--- src/rtl/mpat_pkg.sv ---
package mpat_pkg;

    typedef enum logic {
        PAT_FROM_PARAM,
        PAT_FROM_C
    } pat_src_e;

    typedef enum logic [1:0] {
        MSK_FROM_PARAM,
        MSK_FROM_C,
        MSK_RND_SH1,
        MSK_RND_SH2
    } mask_src_e;

    typedef enum logic [1:0] {
        CLR_NEVER,
        CLR_ON_MATCH,
        CLR_ON_MISS
    } clr_pol_e;

    typedef enum logic {
        CLR_OVER_CE,
        CE_GATES_CLR
    } clr_prio_e;

    typedef enum logic [1:0] {
        ST_MISS,
        ST_HIT,
        ST_DROP
    } det_state_e;

endpackage

--- src/rtl/mpat_src_sel.sv ---
module mpat_src_sel
    import mpat_pkg::*;
#(
    parameter int        W        = 48,
    parameter pat_src_e  PAT_SRC  = PAT_FROM_PARAM,
    parameter mask_src_e MASK_SRC = MSK_FROM_PARAM,
    parameter logic [W-1:0] PAT_VAL  = '0,
    parameter logic [W-1:0] MASK_VAL = '1
) (
    input  logic [W-1:0] c_op,
    output logic [W-1:0] pat_o,
    output logic [W-1:0] mask_o
);

    localparam int SH1 = 1;
    localparam int SH2 = 2;

    logic [W-1:0] c_sh1;
    logic [W-1:0] c_sh2;

    // zero fill of the vacated bits happens before the inversion
    assign c_sh1 = {c_op[W-1-SH1:0], {SH1{1'b0}}};
    assign c_sh2 = {c_op[W-1-SH2:0], {SH2{1'b0}}};

    always_comb begin
        unique case (PAT_SRC)
            PAT_FROM_C: pat_o = c_op;
            default:    pat_o = PAT_VAL;
        endcase
    end

    always_comb begin
        unique case (MASK_SRC)
            MSK_FROM_C:  mask_o = c_op;
            MSK_RND_SH1: mask_o = ~c_sh1;
            MSK_RND_SH2: mask_o = ~c_sh2;
            default:     mask_o = MASK_VAL;
        endcase
    end

endmodule

--- src/rtl/mpat_cmp.sv ---
module mpat_cmp #(
    parameter int W = 48
) (
    input  logic [W-1:0] val,
    input  logic [W-1:0] pat,
    input  logic [W-1:0] mask,
    output logic         hit,
    output logic         hit_inv
);

    logic [W-1:0] bit_eq;
    logic [W-1:0] bit_eq_inv;

    // per bit: a set mask bit forces agreement for both comparisons
    for (genvar i = 0; i < W; i++) begin : g_bit
        logic diff;
        assign diff          = val[i] ^ pat[i];
        assign bit_eq[i]     = mask[i] | ~diff;
        assign bit_eq_inv[i] = mask[i] |  diff;
    end

    assign hit     = &bit_eq;
    assign hit_inv = &bit_eq_inv;

endmodule

--- src/rtl/mpat_arst_fsm.sv ---
module mpat_arst_fsm
    import mpat_pkg::*;
#(
    parameter clr_pol_e  CLR_POL  = CLR_NEVER,
    parameter clr_prio_e CLR_PRIO = CLR_OVER_CE
) (
    input  logic clk,
    input  logic rst,
    input  logic cep,
    input  logic hit,
    input  logic hit_inv,
    output logic match_o,
    output logic match_inv_o,
    output logic clr_req_o
);

    det_state_e st_q;
    det_state_e st_nx;
    logic       inv_q;
    logic       trig;

    // state register, with the inverse-pattern flag stored beside it
    always_ff @(posedge clk) begin
        if (rst) begin
            st_q  <= ST_MISS;
            inv_q <= 1'b0;
        end else begin
            st_q <= st_nx;
            if (clr_req_o) begin
                inv_q <= 1'b0;
            end else if (cep) begin
                inv_q <= hit_inv;
            end
        end
    end

    // next state: a clear wins, then a load, else hold
    always_comb begin
        st_nx = st_q;
        if (clr_req_o) begin
            st_nx = ST_MISS;
        end else if (cep) begin
            unique case (st_q)
                ST_HIT:  st_nx = hit ? ST_HIT : ST_DROP;
                ST_MISS,
                ST_DROP: st_nx = hit ? ST_HIT : ST_MISS;
                default: st_nx = ST_MISS;
            endcase
        end
    end

    // outputs
    always_comb begin
        match_o     = (st_q == ST_HIT);
        match_inv_o = inv_q;
        unique case (CLR_POL)
            CLR_ON_MATCH: trig = (st_q == ST_HIT);
            CLR_ON_MISS:  trig = (st_q == ST_DROP);
            default:      trig = 1'b0;
        endcase
        if (CLR_PRIO == CE_GATES_CLR) begin
            clr_req_o = trig & cep;
        end else begin
            clr_req_o = trig;
        end
    end

endmodule

--- src/rtl/mpat_detect.sv ---
module mpat_detect
    import mpat_pkg::*;
#(
    parameter int        W        = 48,
    parameter pat_src_e  PAT_SRC  = PAT_FROM_PARAM,
    parameter mask_src_e MASK_SRC = MSK_FROM_PARAM,
    parameter logic [W-1:0] PAT_VAL  = 48'h0000_0000_0000,
    parameter logic [W-1:0] MASK_VAL = 48'h3fff_ffff_ffff,
    parameter clr_pol_e  CLR_POL  = CLR_NEVER,
    parameter clr_prio_e CLR_PRIO = CLR_OVER_CE
) (
    input  logic         clk,
    input  logic         rst,
    input  logic [W-1:0] acc_d,
    input  logic [W-1:0] c_op,
    input  logic         cep,
    output logic         match_o,
    output logic         match_inv_o,
    output logic         clr_req_o
);

    logic [W-1:0] pat_sel;
    logic [W-1:0] mask_sel;
    logic         hit;
    logic         hit_inv;

    mpat_src_sel #(
        .W        (W),
        .PAT_SRC  (PAT_SRC),
        .MASK_SRC (MASK_SRC),
        .PAT_VAL  (PAT_VAL),
        .MASK_VAL (MASK_VAL)
    ) u_src (
        .c_op   (c_op),
        .pat_o  (pat_sel),
        .mask_o (mask_sel)
    );

    mpat_cmp #(
        .W (W)
    ) u_cmp (
        .val     (acc_d),
        .pat     (pat_sel),
        .mask    (mask_sel),
        .hit     (hit),
        .hit_inv (hit_inv)
    );

    mpat_arst_fsm #(
        .CLR_POL  (CLR_POL),
        .CLR_PRIO (CLR_PRIO)
    ) u_fsm (
        .clk         (clk),
        .rst         (rst),
        .cep         (cep),
        .hit         (hit),
        .hit_inv     (hit_inv),
        .match_o     (match_o),
        .match_inv_o (match_inv_o),
        .clr_req_o   (clr_req_o)
    );

endmodule

--- config.mk ---
export PLATFORM = sky130hd
export DESIGN_NAME = mpat_detect
export DESIGN_NICKNAME = d
export VERILOG_FILES = /design/src/rtl/mpat_pkg.sv /design/src/rtl/mpat_src_sel.sv /design/src/rtl/mpat_cmp.sv /design/src/rtl/mpat_arst_fsm.sv /design/src/rtl/mpat_detect.sv
export SDC_FILE = /design/constraint.sdc
export NUM_CORES = 1
export LEC_CHECK = 0
export ABC_AREA = 1
export BUFFER_PORTS_ARGS = -buffer_cell sky130_fd_sc_hd__buf_2
export CAP_MARGIN = 25
export CORE_MARGIN = 8
export CORE_UTILIZATION = 10
export DETAILED_ROUTE_END_ITERATION = 10
export GPL_ROUTABILITY_DRIVEN = 0
export HOLD_SLACK_MARGIN = 0.06
export PLACE_DENSITY = 0.79
export SLEW_MARGIN = 40
export SYNTH_ARGS = -nofsm -noshare
export SYNTH_HDL_FRONTEND = slang
export SYNTH_SLANG_ARGS = --single-unit
--- constraint.sdc ---
create_clock -name clk -period 0.9 [get_ports clk]
set_clock_uncertainty 0.2 [all_clocks]
set_input_delay 0.045 -clock clk [delete_from_list [all_inputs] [get_ports clk]]
set_output_delay 0.045 -clock clk [all_outputs]
set_load 0.02 [all_outputs]
## After elaboration in Yosys (flattened, before gate mapping)

Index checks and enable logic that the tools add are counted.

| operators by class | value |
|---|---|
| equal/unequal tests | 2 |
| muxes and demuxes | 3 |
| bitwise logic cells | 2 |
| reduce and logical (&&, ||, !) cells | 4 |

Operators with widths:

| kind | count |
|---|---|
| $pmux W2 S2 | 1 |
| $reduce_and A2 Y1 | 2 |
| $eq A2 B1 Y1 const B | 1 |
| $eq A2 B2 Y1 const B | 1 |
| $logic_not A2 Y1 | 1 |
| $mux W2 | 1 |
| $not A1 Y1 | 2 |
| $reduce_or A2 Y1 | 1 |
| $mux W1 | 1 |

| word-level totals | value |
|---|---|
| register bits after elaboration | 3 |
| bits of input ports | 99 |

## Logic depth before layout (Yosys ltp)

| depth | value |
|---|---|
| depth after elaboration | 4 |
| mapped depth | 4 |
| depth with buffers taken out | 4 |

## Cells and area by module

A second synthesis with hierarchy kept.

| second synthesis, totals | value |
|---|---|
| cell total of the unflattened synthesis | 572 |
| area, all modules | 2680.1 µm² |

Modules (own cells, without submodules):

| module | times used | cells each | area an instance (µm²) | sequential area each (µm²) |
|---|---|---|---|---|
| mpat_cmp | 1 | 451 | 1806.7 | 0.0 |
| mpat_src_sel | 1 | 98 | 728.2 | 0.0 |
| mpat_arst_fsm | 1 | 23 | 145.1 | 60.1 |

## Worst setup path after synthesis

OpenSTA, ideal clock, no wires.

| timing | value |
|---|---|
| kind | reg-to-reg |
| start point | register u_fsm.st_q[0] |
| end point | register u_fsm.st_q[1] |
| arrival | 826 ps |
| data required time | 636 ps |
| path slack | -190 ps |
| cell stages (with the launch flop) | 5 |
| path buffers | 0 |
| path through | dfxtp_1 > inv_1 > nor2_1 > nor2_1 > nor2_1 |

| between the ends | value |
|---|---|
| elaborated cells between the ends (all ways) | 5 |

RTL lines:

| what | line | text |
|---|---|---|
| start: declaration | mpat_arst_fsm.sv:17 | `det_state_e st_q;` |
| start signal: assignment | mpat_arst_fsm.sv:28 | `st_q <= st_nx;` |
| $eq A2 B1 Y1 | - |  |
| net match_o | mpat_detect.sv:17 | `output logic match_o,` |
| $pmux W2 S2 | mpat_arst_fsm.sv:43 | `unique case (st_q)` |

The timed path passes the listed nets, and every way through them passes these cells.
A chain may end at the register's enable or synchronous reset.

## Final worst setup path

| timing | value |
|---|---|
| start point | register u_fsm.st_q[0] |
| end point | output match_o |

| between the ends | value |
|---|---|
| longest elaborated chain between the ends | 1 |

RTL lines:

| what | line | text |
|---|---|---|
| $eq A2 B1 Y1 | mpat_arst_fsm.sv:54 | `match_o = (st_q == ST_HIT);` |
| end: declaration | mpat_detect.sv:17 |  |

Every way passes these cells.

==> metrics.txt <==
outcome finished, violations left; failing checks hold timing, setup timing; Critical Path Max Stage Delay 320 ps; Mapped Avg Cell Area 6.11 µm²; gr usage total 3.63%; reg-to-reg critical path startpoint u_fsm.st_q[0]$_SDFFE_PP0P_; critical-path maximum fanout 2; die footprint 0.00303 mm²; vias post-DR 166; wire length of the first global-routing pass 710 µm; Hold/Removal Path Class input port to register; Crit Path Class register to primary output; DIE WIDTH 55.1 µm; post-route minimum period 1030 ps; startpoint types register; CP Data Arrival Time 790 ps; highest clock rate 968 MHz; WP data required 650 ps; H-tree depth 1; post-synth top area cell dfxtp_1; Buffers on Ports 6; CTS tree built; Clock Path Buffers 2; CP Capture Type primary output; top cell type's share of synthesized area 39.3%; Root Buffer clkbuf_4; fraction of layout cells with a size suffix above 1 48.6%; Reg clk slew, reported paths 40 ps; Starting DRT DRC Count 2; Static Leak 0.000128 µW; Peak VDD IR 0.558 mV; R2R Setup Slk -40 ps; antenna violations before repair 0; post-synthesis cell type count 9; Final Setup Violations 3; number of max-cap violations 0; Buf+Inv Stages, Crit Path 2; #FFs+latches synth 3; area grow syn2layout 70.5%; row count 14; fin crit share 115%; crit path capture match_o; Starting Density 10.4%; setup ws final -133 ps; max layer used met3; cell count after synthesis 25; setup repair after global routing missed its margin yes; drt drc 0; Seq/Total Area, Yosys 39.3%; Yosys warning total 0; vias per cell 3.25; final slew viol count 0; Util after Layout 17.7%; met2 WL 193 µm; PD cells 1770 mW/mm²; synthesized cell area 153 µm²; clock latency on the worst-skew pair 230 ps; Fin Hold WS -131 ps; critical path launch point u_fsm.st_q[0]$_SDFFE_PP0P_; global route overflow 0; Die H 55.1 µm; first-pass iteration count of the detailed router 2; CP Cell Sequence inv_2, nor2_4, buf_6; met3 WL 43 µm; Post-Route WL 431 µm; CTS sink cnt 3; CP max-delay cell dfxtp_2; Final Hold Vio Count 3; worst slack, placed -48.2 ps; Final ANT Viol Nets 0; cell depth of the worst setup path 3; Reg-to-Reg End u_fsm.st_q[0]$_SDFFE_PP0P_; total CTS buffers 3; vias in the first global route 178; largest net degree at the start of global routing 7; Ant. Diodes 0; detailed placement HPWL 325 µm; # fillers 183; wire per inst 8.45 µm; Largest delay share family, worst path flip-flops; core box area 0.00147 mm²; top-level port count 102; syn nets 124; top cells by area, synth dfxtp_1 39%, nor2_1 17%, inv_1 12%; fin nets 135; met1 wire length 193 µm; worst reg2reg path depth 4
-- cell usage after synthesis --
cell / count
nor2_1: 7
inv_1: 5
dfxtp_1: 3
nand2_1: 3
a21oi_1: 2
o21ai_0: 2
buf_4: 1
conb_1: 1
nand3_1: 1
-- report_power, final --
part           leakage [µW]  switching [µW]  total [µW]  internal (µW)
registers         0.0000258            6.36         150            144
clock network     0.0000150            68.7         235            166
logic             0.0000875            42.5        75.7           33.3
-- worst min-delay path by stage --
stage               from                          to  slack (ps)  depth (start not counted)
floorplan            cep  u_fsm.st_q[0]$_SDFFE_PP0P_         -70                          1
global placement     cep  u_fsm.st_q[0]$_SDFFE_PP0P_          90                          2
detailed placement   cep  u_fsm.st_q[0]$_SDFFE_PP0P_         100                          2
CTS                  cep  u_fsm.st_q[0]$_SDFFE_PP0P_        -140                          2
global route         cep  u_fsm.st_q[0]$_SDFFE_PP0P_        -120                          2
finish               rst  u_fsm.st_q[1]$_SDFFE_PP0P_        -130                          4
-- sequential cells by signal, indices dropped and copies added, names as in the netlist --
signal and count:
u_fsm.match_inv_o 1, u_fsm.st_q 2
-- worst min-delay path, cell delays in order --
cell	delay (ps)
buf_2	90
nor2_1	40
nand2_1	50
nor2_1	30
-- repair_timing --
| action | CTS | global route |
|---|---|---|
| buffers inserted | 1 | 0 |
| pin swaps | 2 | 0 |
| setup endpoints to repair | 4 | 4 |
| endpoints found under the hold margin | 3 | 3 |
| gates cloned | 0 | 0 |
| gates resized for setup | 9 | 0 |
-- cell families (layout without fill, tap and decap cells) --
group / Yosys count / in the layout / share of synthesized area, %
buffers and inverters: 6 / 16 / 17.2
AND/OR/NAND/NOR: 11 / 11 / 27.9
flip-flops: 3 / 3 / 39.3
AO/OA/AOI/OAI: 4 / 4 / 13.1
other: 1 / 1 / 2.46
-- layout by cell type (no fill, tap or decap), drive strengths merged --
master | synthesis | routed
nand2 | 3 | 3
dfxtp | 3 | 3
a21oi | 2 | 2
conb | 1 | 1
nand3 | 1 | 1
clkbuf | 0 | 4
o21ai | 2 | 2
inv | 5 | 5
nor2 | 7 | 7
buf | 1 | 7
-- final cells by class --
type	count	area, µm²	area share, %
tap	16	20.0	7.69
clock buffer	4	26.3	10.1
multi-input combinational	16	81.3	31.2
sequential	3	63.8	24.5
inverter	5	18.8	7.21
timing repair buffer	7	50.0	19.2
-- metrics by stage --
| step | cells | total power [µW] | setup TNS (ps) | instance area (µm²) |
|---|---|---|---|---|
| after floorplan | 25 | 190 | -11.1 | 161 |
| after global placement | 46 | 209 | -15.6 | 204 |
| after detailed placement | 46 | 211 | -48.2 | 204 |
| after CTS | 51 | 475 | -218 | 260 |
| after global routing | 51 | 500 | -373 | 260 |
| final | 51 | 461 | -187 | 260 |
-- routing by layer --
| metal | track usage, % | vias up |
|---|---|---|
| li1 | - | 92 |
| met1 | 3.78 | 69 |
| met2 | 3.73 | 5 |
| met3 | 2.94 | 0 |
| met4 | 4.80 | 0 |
| met5 | 0 | - |
Note: power is estimated with default switching activity, not from simulation.
